## config.mk

```make
export PLATFORM = sky130hd
export DESIGN_NAME = conv_seq
export DESIGN_NICKNAME = d
export VERILOG_FILES = /design/src/rtl/conv_seq_pkg.sv /design/src/rtl/seq_slot_mux.sv /design/src/rtl/seq_req_bits.sv /design/src/rtl/seq_fsm.sv /design/src/rtl/conv_seq.sv
export SDC_FILE = /design/constraint.sdc
export NUM_CORES = 1
export LEC_CHECK = 0
export BUFFER_PORTS_ARGS = -buffer_cell sky130_fd_sc_hd__buf_4
export CAP_MARGIN = 5
export CORE_MARGIN = 10
export CORE_UTILIZATION = 39
export DETAILED_ROUTE_END_ITERATION = 8
export PLACE_DENSITY = 0.77
export SYNTH_ARGS = -nofsm -noshare
export SYNTH_HDL_FRONTEND = slang
export SYNTH_HIERARCHICAL = 1
export SYNTH_SLANG_ARGS = --single-unit
```

## constraint.sdc

```tcl
create_clock -name clk -period 2.3 [get_ports clk]
set_input_delay 0.115 -clock clk [delete_from_list [all_inputs] [get_ports clk]]
set_output_delay 0.115 -clock clk [all_outputs]
set_load 0.02 [all_outputs]
```

## src/rtl/conv_seq_pkg.sv

```systemverilog
package conv_seq_pkg;
  localparam int CODE_W = 4;

  typedef enum logic [1:0] {
    ST_IDLE  = 2'd0,
    ST_ISSUE = 2'd1,
    ST_WAIT  = 2'd2
  } seq_state_t;

  // Codes 1110 and 1111 select no input.
  function automatic logic code_reserved(input logic [CODE_W-1:0] c);
    return c[CODE_W-1:1] == 3'b111;
  endfunction
endpackage

```

## src/rtl/seq_slot_mux.sv

```systemverilog
module seq_slot_mux
  import conv_seq_pkg::*;
#(
  parameter int SLOTS = 16,
  parameter int REG_W = 32,
  localparam int IDX_W = $clog2(SLOTS)
) (
  input  logic [REG_W-1:0]  list_lo,
  input  logic [REG_W-1:0]  list_hi,
  input  logic [IDX_W-1:0]  idx,
  output logic [CODE_W-1:0] code
);
  localparam int PER_REG = REG_W / CODE_W;

  logic [CODE_W-1:0] slot [SLOTS];

  for (genvar g = 0; g < SLOTS; g++) begin : g_slot
    if (g < PER_REG) begin : g_lo
      assign slot[g] = list_lo[g*CODE_W +: CODE_W];
    end else begin : g_hi
      assign slot[g] = list_hi[(g-PER_REG)*CODE_W +: CODE_W];
    end
  end

  assign code = slot[idx];
endmodule

```

## src/rtl/seq_req_bits.sv

```systemverilog
module seq_req_bits (
  input  logic clk,
  input  logic rst,
  input  logic start_set,
  input  logic stop_set,
  input  logic eos_clr,
  input  logic is_idle,
  input  logic take_start,
  input  logic drop_stop,
  input  logic eos_hit,
  output logic start_pend,
  output logic stop_pend,
  output logic eos_flag
);
  always_ff @(posedge clk) begin
    if (rst) begin
      start_pend <= 1'b0;
    end else if (take_start) begin
      start_pend <= 1'b0;
    end else if (start_set && is_idle) begin
      start_pend <= 1'b1;
    end
  end

  always_ff @(posedge clk) begin
    if (rst) begin
      stop_pend <= 1'b0;
    end else if (drop_stop) begin
      stop_pend <= 1'b0;
    end else if (stop_set) begin
      stop_pend <= 1'b1;
    end
  end

  always_ff @(posedge clk) begin
    if (rst) begin
      eos_flag <= 1'b0;
    end else if (eos_hit) begin
      eos_flag <= 1'b1;
    end else if (eos_clr) begin
      eos_flag <= 1'b0;
    end
  end
endmodule

```

## src/rtl/seq_fsm.sv

```systemverilog
module seq_fsm
  import conv_seq_pkg::*;
#(
  parameter int SLOTS = 16,
  localparam int IDX_W = $clog2(SLOTS)
) (
  input  logic              clk,
  input  logic              rst,
  input  logic [CODE_W-1:0] code,
  input  logic [IDX_W-1:0]  last_idx,
  input  logic              cont_mode,
  input  logic              start_pend,
  input  logic              stop_pend,
  input  logic              conv_done,
  output logic [IDX_W-1:0]  idx,
  output seq_state_t        state,
  output logic              conv_start,
  output logic [CODE_W-1:0] conv_chan,
  output logic              take_start,
  output logic              drop_stop,
  output logic              eos_hit
);
  logic is_last;
  logic skip;
  logic slot_end;

  assign is_last  = (idx == last_idx);
  assign skip     = code_reserved(code);
  // A slot ends when its conversion completes or when it is skipped.
  assign slot_end = (state == ST_ISSUE && skip) || (state == ST_WAIT && conv_done);

  assign take_start = (state == ST_IDLE) && start_pend;
  assign drop_stop  = stop_pend && ((state == ST_IDLE) || (state == ST_ISSUE) ||
                                    (state == ST_WAIT && conv_done));
  assign eos_hit    = !stop_pend && is_last && slot_end;

  always_ff @(posedge clk) begin
    if (rst) begin
      state      <= ST_IDLE;
      idx        <= '0;
      conv_start <= 1'b0;
      conv_chan  <= '0;
    end else begin
      conv_start <= 1'b0;
      case (state)
        ST_IDLE: begin
          if (start_pend) begin
            state <= ST_ISSUE;
            idx   <= '0;
          end
        end
        ST_ISSUE: begin
          if (stop_pend) begin
            state <= ST_IDLE;
          end else if (skip) begin
            if (!is_last) begin
              idx <= idx + 1'b1;
            end else if (cont_mode) begin
              idx <= '0;
            end else begin
              state <= ST_IDLE;
            end
          end else begin
            conv_start <= 1'b1;
            conv_chan  <= code;
            state      <= ST_WAIT;
          end
        end
        ST_WAIT: begin
          if (conv_done) begin
            if (stop_pend) begin
              state <= ST_IDLE;
            end else if (!is_last) begin
              idx   <= idx + 1'b1;
              state <= ST_ISSUE;
            end else if (cont_mode) begin
              idx   <= '0;
              state <= ST_ISSUE;
            end else begin
              state <= ST_IDLE;
            end
          end
        end
        default: state <= ST_IDLE;
      endcase
    end
  end
endmodule

```

## src/rtl/conv_seq.sv

```systemverilog
module conv_seq
  import conv_seq_pkg::*;
#(
  parameter int SLOTS = 16,
  parameter int REG_W = 32,
  localparam int IDX_W = $clog2(SLOTS)
) (
  input  logic              clk,
  input  logic              rst,
  input  logic [REG_W-1:0]  list_lo,
  input  logic [REG_W-1:0]  list_hi,
  input  logic [IDX_W-1:0]  seq_len,
  input  logic              seq_en,
  input  logic              cont_mode,
  input  logic              start_set,
  input  logic              stop_set,
  input  logic              eos_clr,
  input  logic              eos_ie,
  input  logic              conv_done,
  output logic              conv_start,
  output logic [CODE_W-1:0] conv_chan,
  output logic              busy,
  output logic              start_pend,
  output logic              stop_pend,
  output logic              eos_flag,
  output logic              eos_irq
);
  logic [IDX_W-1:0]  idx;
  logic [IDX_W-1:0]  last_idx;
  logic [CODE_W-1:0] code;
  seq_state_t        state;
  logic              take_start;
  logic              drop_stop;
  logic              eos_hit;

  assign last_idx = seq_en ? seq_len : '0;
  assign busy     = (state != ST_IDLE);
  assign eos_irq  = eos_flag & eos_ie;

  seq_slot_mux #(.SLOTS(SLOTS), .REG_W(REG_W)) slot_mux_i (
    .list_lo (list_lo),
    .list_hi (list_hi),
    .idx     (idx),
    .code    (code)
  );

  seq_fsm #(.SLOTS(SLOTS)) fsm_i (
    .clk        (clk),
    .rst        (rst),
    .code       (code),
    .last_idx   (last_idx),
    .cont_mode  (cont_mode),
    .start_pend (start_pend),
    .stop_pend  (stop_pend),
    .conv_done  (conv_done),
    .idx        (idx),
    .state      (state),
    .conv_start (conv_start),
    .conv_chan  (conv_chan),
    .take_start (take_start),
    .drop_stop  (drop_stop),
    .eos_hit    (eos_hit)
  );

  seq_req_bits req_i (
    .clk        (clk),
    .rst        (rst),
    .start_set  (start_set),
    .stop_set   (stop_set),
    .eos_clr    (eos_clr),
    .is_idle    (!busy),
    .take_start (take_start),
    .drop_stop  (drop_stop),
    .eos_hit    (eos_hit),
    .start_pend (start_pend),
    .stop_pend  (stop_pend),
    .eos_flag   (eos_flag)
  );
endmodule

```

==> results of run 1 <==
==> cell type report <==
cell class / instances / share of cell area
inverter: 8 / 0.01303
multi-input combinational: 111 / 0.4691
sequential: 14 / 0.1232
timing repair buffer: 105 / 0.3540
clock buffer: 4 / 0.01574
tap: 46 / 0.02497
==> cells by family after synthesis <==
kind of cell | after synthesis
multiplexers | 16
AND/OR/NAND/NOR | 55
flip-flops | 14
buffers and inverters | 13
AO/OA/AOI/OAI | 30
XOR/XNOR | 4
adder cells (fa/ha/maj) | 6
==> layer usage <==
metal,vias up,GRT usage,share of wire
met2,68,0.2460,0.48
met4,0,0.01613,0.0029
met5,-,0,0
li1,750,-,-
met1,682,0.1491,0.40
met3,2,0.07545,0.12
==> registers in the layout, summed over array words and instances, names as in the netlist <==
name and count:
fsm_i/conv_start 1, fsm_i/state 2, req_i/stop_pend 1, req_i/start_pend 1, fsm_i/idx 4, req_i/eos_flag 1, fsm_i/conv_chan 4
==> critical path: stages, from the launching register on <==
cell and delay [ns]:
sky130_fd_sc_hd__dfxtp_4 0.42, sky130_fd_sc_hd__buf_6 0.14, sky130_fd_sc_hd__mux4_2 0.50, sky130_fd_sc_hd__a22oi_2 0.17, sky130_fd_sc_hd__nand3_2 0.12, sky130_fd_sc_hd__and3_4 0.20
sky130_fd_sc_hd__o211a_4 0.14, sky130_fd_sc_hd__or3_1 0.36, sky130_fd_sc_hd__a21oi_1 0.12
==> cells in the mapped netlist, drive strengths merged <==
master   count  area share
nor2         6       0.016
o21ai        6       0.022
nand3b       1      0.0054
o41ai        1      0.0063
nand2       10       0.027
xnor2        4       0.025
nor3b        1      0.0054
or2          1      0.0045
buf          3       0.026
nor3         3       0.011
dfxtp       14        0.20
o211ai       1      0.0054
nand4        1      0.0045
inv          8       0.022
nand3       14       0.054
and2b        1      0.0054
o21ba        1      0.0073
o21a         2       0.011
clkbuf       2      0.0054
a2111o       1      0.0082
a21oi        7       0.028
o22ai        1      0.0045
a211oi       1      0.0054
or3          1      0.0045
or4          2       0.011
mux4        16        0.30
a22oi        5       0.027
a2111oi      1      0.0063
and3         1      0.0054
ha           6       0.054
and2         6       0.027
nor2b        6       0.027
o211a        1      0.0073
nand2b       1      0.0045
o311ai       1      0.0063
o31ai        1      0.0054
==> final timing paths <==
kind,endpoint,depth (start not counted),from
min,req_i/eos_flag$_SDFFE_PP0P_,2,rst
min reg2reg,fsm_i/conv_chan[2]$_SDFFE_PP0P_,2,fsm_i/conv_chan[2]$_SDFFE_PP0P_
max,fsm_i/state[1]$_SDFFE_PP0P_,8,fsm_i/idx[0]$_SDFFE_PP0P_
max reg2reg,fsm_i/state[1]$_SDFFE_PP0P_,8,fsm_i/idx[0]$_SDFFE_PP0P_
==> per-stage QoR <==
step                area, µm²  instances  worst slack (ns)  power (mW)    util
floorplan                1406        138         0.0001554      0.7219       -
global placement         2187        280          -0.05758      0.9900  0.6453
detailed placement       2187        280           -0.1532       1.000  0.6453
CTS                      2267        287         0.0007143       1.207  0.6689
global route             2305        288          -0.04710       1.332  0.6800
finish                   2305        288           0.08079       1.236  0.6800
==> power breakdown <==
| group | leakage [nW] | internal (mW) | total, mW | switching (mW) |
|---|---|---|---|---|
| clock | 0.0210 | 0.0961 | 0.175 | 0.0788 |
| combinational | 0.867 | 0.433 | 0.750 | 0.317 |
| sequential | 0.115 | 0.280 | 0.311 | 0.0307 |
==> timing repair <==
item	4_1_cts	5_1_grt
resized for setup	8	13
gates cloned	0	0
endpoints found under the hold margin	0	0
pin swaps	2	2
setup buffers	3	1
setup endpoints to repair	3	3
hold buffers	0	0
==> metrics.txt, run 1 <==
# TYPE chip_impl_metric gauge
chip_impl_info{name="outcome",value="complete, no violations"} 1
chip_impl_metric{name="synth_seq_cells",unit=""} 14
chip_impl_metric{name="place.detailed.hpwl",unit="µm"} 3827
chip_impl_info{name="worst_hold_path_type",value="in -> reg"} 1
chip_impl_metric{name="cts.sinks",unit=""} 14
chip_impl_metric{name="finish.net_count",unit=""} 326
chip_impl_metric{name="globalplace.congestion",unit=""} 0.8445
chip_impl_metric{name="io_pins",unit=""} 87
chip_impl_metric{name="wire_length_of_the_first_global_routing_pass",unit="µm"} 7251
chip_impl_metric{name="syn_avg_cell_area",unit="µm²"} 10.00
chip_impl_metric{name="post_synth_xor_area_fraction",unit=""} 0.02539
chip_impl_metric{name="starting_drc_count_in_detailed_routing",unit=""} 94
chip_impl_metric{name="max_slew_margin",unit=""} 0.6256
chip_impl_info{name="most-common-layout-cells",value="sky130_fd_sc_hd__buf_4, sky130_fd_sc_hd__dfxtp_1, sky130_fd_sc_hd__nand2_1, sky130_fd_sc_hd__mux4_1, sky130_fd_sc_hd__inv_1"} 1
chip_impl_metric{name="clk-insertion-delay-late",unit="ns"} 0.27
chip_impl_metric{name="r2r_setup_slack",unit="ns"} 0.08
chip_impl_metric{name="post_synth_fa_ha_maj_area_fraction",unit=""} 0.05440
chip_impl_metric{name="worstPathArrival",unit="ns"} 2.43
chip_impl_metric{name="post_drt_via_cell_ratio",unit=""} 5.215
chip_impl_metric{name="effective_utilization_at_floorplan",unit=""} 0.4072
chip_impl_metric{name="fillerInstances",unit=""} 283
chip_impl_metric{name="post-route-min-period",unit="ns"} 2.219
chip_impl_metric{name="power_density",unit="nW/µm²"} 536.4
chip_impl_metric{name="layout-area-overhead-vs-synth",unit="%"} 67.00
chip_impl_metric{name="synth_cell_types",unit=""} 41
chip_impl_metric{name="ir_drop",unit="V"} 0.0002603
chip_impl_metric{name="fin_crit_sh",unit=""} 0.9649
chip_impl_info{name="grt_setup_unrepaired",value="true"} 1
chip_impl_info{name="synth_top_family_by_area",value="multiplexers"} 1
chip_impl_metric{name="drt_pass1_iterations",unit=""} 4
chip_impl_metric{name="report.final.setup_viol",unit=""} 0
chip_impl_metric{name="synth-simple-area-share",unit=""} 0.2140
chip_impl_metric{name="syn-num-nets",unit=""} 221
chip_impl_metric{name="core_area",unit="µm²"} 3390
chip_impl_info{name="endpoint_kind",value="flip-flop"} 1
chip_impl_metric{name="worst-endpoint-required",unit="ns"} 2.51
chip_impl_metric{name="fmaxAchievable",unit="MHz"} 450.6
chip_impl_metric{name="ys_seq_area_frac",unit=""} 0.2031
chip_impl_metric{name="synth_compound_gate_area_share",unit=""} 0.1505
chip_impl_metric{name="ctsLongestPathBuffers",unit=""} 2
chip_impl_metric{name="fp.dieArea",unit="µm²"} 6318
chip_impl_metric{name="drcViolationCount",unit=""} 0
chip_impl_metric{name="critPathMaxFanout",unit=""} 6
chip_impl_metric{name="final_hold_viol_count",unit=""} 0
chip_impl_info{name="layout_commonest_cell",value="sky130_fd_sc_hd__buf_4"} 1
chip_impl_metric{name="final.setup.tns",unit="ns"} 0
chip_impl_metric{name="drv_cap",unit=""} 0
chip_impl_metric{name="final_antenna_net_count",unit=""} 0
chip_impl_metric{name="pin_count_of_the_biggest_net_entering_global_routing",unit=""} 20
chip_impl_metric{name="layout-drive-gt1-share",unit=""} 0.5537
chip_impl_metric{name="ff_latch_area",unit="µm²"} 284.0
chip_impl_metric{name="dr_total_vias",unit=""} 1502
chip_impl_metric{name="max_slew.worst_pin.slew",unit="ns"} 0.5604
chip_impl_info{name="class_of_the_most_critical_setup_path",value="reg -> reg"} 1
chip_impl_metric{name="dieWidth",unit="µm"} 79.49
chip_impl_info{name="clock_tree_from_tritoncts",value="built"} 1
chip_impl_info{name="ctsRootBufferMaster",value="sky130_fd_sc_hd__clkbuf_4"} 1
chip_impl_metric{name="p_leak",unit="nW"} 1.003
chip_impl_metric{name="htree_num_levels",unit=""} 1
chip_impl_metric{name="grt.overflow.total",unit=""} 0
chip_impl_metric{name="muxShareOfSynthArea",unit=""} 0.2992
chip_impl_metric{name="yosys_warnings",unit=""} 6
chip_impl_metric{name="grt_antenna_before_repair",unit=""} 0
chip_impl_metric{name="postSynthCellCount",unit=""} 138
chip_impl_metric{name="max_slew_vio_count",unit=""} 0
chip_impl_info{name="critPathLaunchType",value="flip-flop"} 1
chip_impl_metric{name="fin_hold_ws",unit="ns"} 0.09766
chip_impl_metric{name="grt_pass1_vias",unit=""} 1662
chip_impl_metric{name="drt-wirelength-per-cell",unit="µm"} 15.72
chip_impl_metric{name="io_buffer_count",unit=""} 86
chip_impl_metric{name="finalWirelength",unit="µm"} 4527
chip_impl_metric{name="multi_input_area",unit="µm²"} 1081
chip_impl_metric{name="grt.total_usage",unit=""} 0.1404
chip_impl_metric{name="std_cell_rows",unit=""} 21
chip_impl_metric{name="num_antenna_cells",unit=""} 0
chip_impl_metric{name="floorplan.die.height",unit="µm"} 79.49
chip_impl_metric{name="syn_area",unit="µm²"} 1380
chip_impl_metric{name="clock_pin_slew_of_the_registers_on_the_worst_case_setup_and_hold_paths",unit="ns"} 0.09
chip_impl_metric{name="cts_made_buffers",unit=""} 3
chip_impl_metric{name="worst_clock_skew",unit="ns"} 0.0007560
Power figures use the tool's default switching activity.
==> run 2, diff against run 1 <==
CELL_PAD_IN_SITES_DETAIL_PLACEMENT = 1   (was unset)
CELL_PAD_IN_SITES_GLOBAL_PLACEMENT = 1   (was unset)
CORE_ASPECT_RATIO = 0.7   (was unset)
CORE_UTILIZATION = 27   (was 39)
PLACE_DENSITY = unset   (was 0.77)
PLACE_DENSITY_LB_ADDON = 0.1   (was unset)
==> metrics.txt, run 2 (synthesis gave the netlist of run 1 again) <==
# TYPE chip_impl_metric gauge
chip_impl_metric{name="effective_utilization_at_floorplan",unit=""} 0.2839
chip_impl_metric{name="grt_pass1_vias",unit=""} 1663
chip_impl_info{name="layout_commonest_cell",value="sky130_fd_sc_hd__buf_4"} 1
chip_impl_info{name="grt_setup_unrepaired",value="true"} 1
chip_impl_metric{name="worstPathArrival",unit="ns"} 2.46
chip_impl_info{name="crit_slowest_cell",value="sky130_fd_sc_hd__or4_1"} 1
chip_impl_metric{name="io_pins",unit=""} 87
chip_impl_info{name="cp_cell_sequence",value="buf_12 > mux4_2 > nand3_2 > nand3_2 > nand3_2 > a2111o_1 > or4_1 > o311ai_1"} 1
chip_impl_metric{name="drt_pass1_iterations",unit=""} 4
chip_impl_metric{name="final_antenna_net_count",unit=""} 0
chip_impl_metric{name="r2r_setup_slack",unit="ns"} -0.0004
chip_impl_metric{name="ctsHoldBuffers",unit=""} 0
chip_impl_metric{name="layout-area-overhead-vs-synth",unit="%"} 67.63
chip_impl_metric{name="fp.dieArea",unit="µm²"} 8416
chip_impl_metric{name="fin_crit_sh",unit=""} 1.000
chip_impl_metric{name="layout-drive-gt1-share",unit=""} 0.5230
chip_impl_metric{name="min_delay_path_depth",unit=""} 3
chip_impl_metric{name="grt.overflow.total",unit=""} 0
chip_impl_metric{name="globalplace.congestion",unit=""} 0.8019
chip_impl_info{name="reg.largest.list",value="fsm_i/conv_chan: 4 flops, fsm_i/idx: 4 flops, fsm_i/state: 2 flops"} 1
chip_impl_metric{name="ff_latch_area",unit="µm²"} 284.0
chip_impl_metric{name="io_buffer_count",unit=""} 86
chip_impl_metric{name="floorplan.die.height",unit="µm"} 79.82
chip_impl_metric{name="dr_total_vias",unit=""} 1552
chip_impl_metric{name="critPathMaxFanout",unit=""} 11
chip_impl_info{name="outcome",value="complete, but fails checks"} 1
chip_impl_metric{name="fin_hold_ws",unit="ns"} 0.1264
chip_impl_metric{name="report.final.setup_viol",unit=""} 1
chip_impl_metric{name="multi_input_area",unit="µm²"} 1067
chip_impl_metric{name="cts_made_buffers",unit=""} 3
chip_impl_metric{name="starting_drc_count_in_detailed_routing",unit=""} 40
chip_impl_metric{name="grt_antenna_before_repair",unit=""} 0
chip_impl_metric{name="power_density",unit="nW/µm²"} 564.2
chip_impl_metric{name="wire_length_of_the_first_global_routing_pass",unit="µm"} 9252
chip_impl_info{name="r2r-end",value="fsm_i/idx[2]$_SDFFE_PP0P_"} 1
chip_impl_info{name="clock_tree_from_tritoncts",value="built"} 1
chip_impl_metric{name="fmaxAchievable",unit="MHz"} 434.7
chip_impl_metric{name="post-route-util",unit=""} 0.4759
chip_impl_metric{name="std_cell_rows",unit=""} 21
chip_impl_metric{name="cts.sinks",unit=""} 14
chip_impl_metric{name="pin_count_of_the_biggest_net_entering_global_routing",unit=""} 20
chip_impl_metric{name="max_slew.worst_pin.slew",unit="ns"} 0.5656
chip_impl_metric{name="reg2regPathDepth",unit=""} 8
chip_impl_metric{name="finalWirelength",unit="µm"} 5846
chip_impl_info{name="critPathLaunchType",value="flip-flop"} 1
chip_impl_metric{name="final_hold_viol_count",unit=""} 0
chip_impl_metric{name="place.detailed.hpwl",unit="µm"} 4926
chip_impl_metric{name="post_drt_via_cell_ratio",unit=""} 5.039
chip_impl_metric{name="drv_cap",unit=""} 0
chip_impl_metric{name="drt-wirelength-per-cell",unit="µm"} 18.98
chip_impl_info{name="class_of_the_most_critical_setup_path",value="reg -> reg"} 1
chip_impl_metric{name="finish.net_count",unit=""} 323
chip_impl_metric{name="core_area",unit="µm²"} 4861
chip_impl_metric{name="ir_drop",unit="V"} 0.0002804
chip_impl_info{name="holdPathEnd",value="req_i/stop_pend$_SDFFE_PP0P_"} 1
chip_impl_info{name="endpoint_kind",value="flip-flop"} 1
chip_impl_info{name="ctsRootBufferMaster",value="sky130_fd_sc_hd__clkbuf_8"} 1
chip_impl_metric{name="ctsLongestPathBuffers",unit=""} 2
chip_impl_metric{name="dieWidth",unit="µm"} 105.5
chip_impl_metric{name="final.setup.tns",unit="ns"} -0.0003983
chip_impl_info{name="violations",value="negative setup slack"} 1
chip_impl_info{name="worst_reg2reg_startpoint",value="fsm_i/idx[0]$_SDFFE_PP0P_"} 1
chip_impl_metric{name="fillerInstances",unit=""} 576
chip_impl_metric{name="max_slew_vio_count",unit=""} 0
chip_impl_info{name="worstHoldStart",value="stop_set"} 1
chip_impl_metric{name="clock_pin_slew_of_the_registers_on_the_worst_case_setup_and_hold_paths",unit="ns"} 0.06
chip_impl_metric{name="drcViolationCount",unit=""} 0
chip_impl_info{name="most-common-layout-cells",value="sky130_fd_sc_hd__buf_4, sky130_fd_sc_hd__dfxtp_1, sky130_fd_sc_hd__mux4_1, sky130_fd_sc_hd__nand2_1"} 1
chip_impl_metric{name="setup_ws",unit="ns"} -0.0003983
chip_impl_metric{name="worst_clock_skew",unit="ns"} 0.006100
chip_impl_metric{name="num_antenna_cells",unit=""} 0
chip_impl_metric{name="p_leak",unit="nW"} 1.005
chip_impl_info{name="critical-path-top-cell-by-count",value="sky130_fd_sc_hd__nand3_2"} 1
chip_impl_metric{name="clk-insertion-delay-late",unit="ns"} 0.25
chip_impl_info{name="worst_hold_path_type",value="in -> reg"} 1
chip_impl_metric{name="worst-endpoint-required",unit="ns"} 2.46
chip_impl_metric{name="grt.total_usage",unit=""} 0.1349
chip_impl_metric{name="max_slew_margin",unit=""} 0.6221
chip_impl_metric{name="max_stage_delay",unit="ns"} 0.49
chip_impl_metric{name="htree_num_levels",unit=""} 1
chip_impl_metric{name="post-route-min-period",unit="ns"} 2.300
## run 2: cell count changes in the layout (fill, tap and decap cells not counted), sizes merged
cell | before | now
buf | 105 | 102
## run 2: per-layer routing
layer | GRT usage | wire, µm | vias to the layer above
met1 | 0.1634 | 2631 | 770
met3 | 0.03306 | 216 | 2
li1 | - | - | 744
met2 | 0.2441 | 2972 | 36
met5 | 0 | 0 | -
met4 | 0.01366 | 26 | 0
## run 2: critical path: cells and delay by family (launching register included)
kind	cells	cell delay, ns
AO/OA/AOI/OAI	2	0.53
multiplexers	1	0.36
buffers and inverters	1	0.16
AND/OR/NAND/NOR	4	0.79
flip-flops	1	0.38
## run 2: what timing repair did
| item | in CTS | in global routing |
|---|---|---|
| buffers inserted | 4 | 0 |
| pin swaps | 1 | 0 |
| gates resized for setup | 10 | 2 |
| endpoints found under the setup margin | 4 | 5 |
## run 2: how the worst max path moves through the flow
stage | cells after the start | slack [ns] | endpoint | start
after floorplan | 9 | 0.0002 | fsm_i/idx[2]$_SDFFE_PP0P_ | fsm_i/idx[0]$_SDFFE_PP0P_
after global routing | 8 | -0.11 | fsm_i/idx[2]$_SDFFE_PP0P_ | fsm_i/idx[0]$_SDFFE_PP0P_
after global placement | 8 | -0.04 | fsm_i/state[0]$_SDFFE_PP0P_ | fsm_i/idx[0]$_SDFFE_PP0P_
after CTS | 8 | -0.00005 | fsm_i/idx[2]$_SDFFE_PP0P_ | fsm_i/idx[0]$_SDFFE_PP0P_
after detailed placement | 8 | -0.15 | fsm_i/state[0]$_SDFFE_PP0P_ | fsm_i/idx[0]$_SDFFE_PP0P_
final | 8 | -0.0004 | fsm_i/idx[2]$_SDFFE_PP0P_ | fsm_i/idx[0]$_SDFFE_PP0P_
## run 2: area by class of cell
class                      count  share of cell area
inverter                       8             0.01298
clock buffer                   4             0.02380
tap                           69             0.03732
timing repair buffer         102              0.3418
sequential                    14              0.1228
multi-input combinational    111              0.4613
## run 2: where the power goes
group	switching (mW)	internal, mW	total (mW)
clock	0.0924	0.152	0.244
sequential	0.0373	0.281	0.318
combinational	0.337	0.406	0.743
## run 2: metrics by stage
stage	setup slack (ns)	instances	instance area, µm²	power, mW
after floorplan	0.0001554	138	1406	0.7219
after global placement	-0.03850	300	2206	1.010
after detailed placement	-0.1476	300	2206	1.038
after CTS	-0.00004641	308	2313	1.315
after global routing	-0.1062	308	2313	1.396
final	-0.0003983	308	2313	1.305
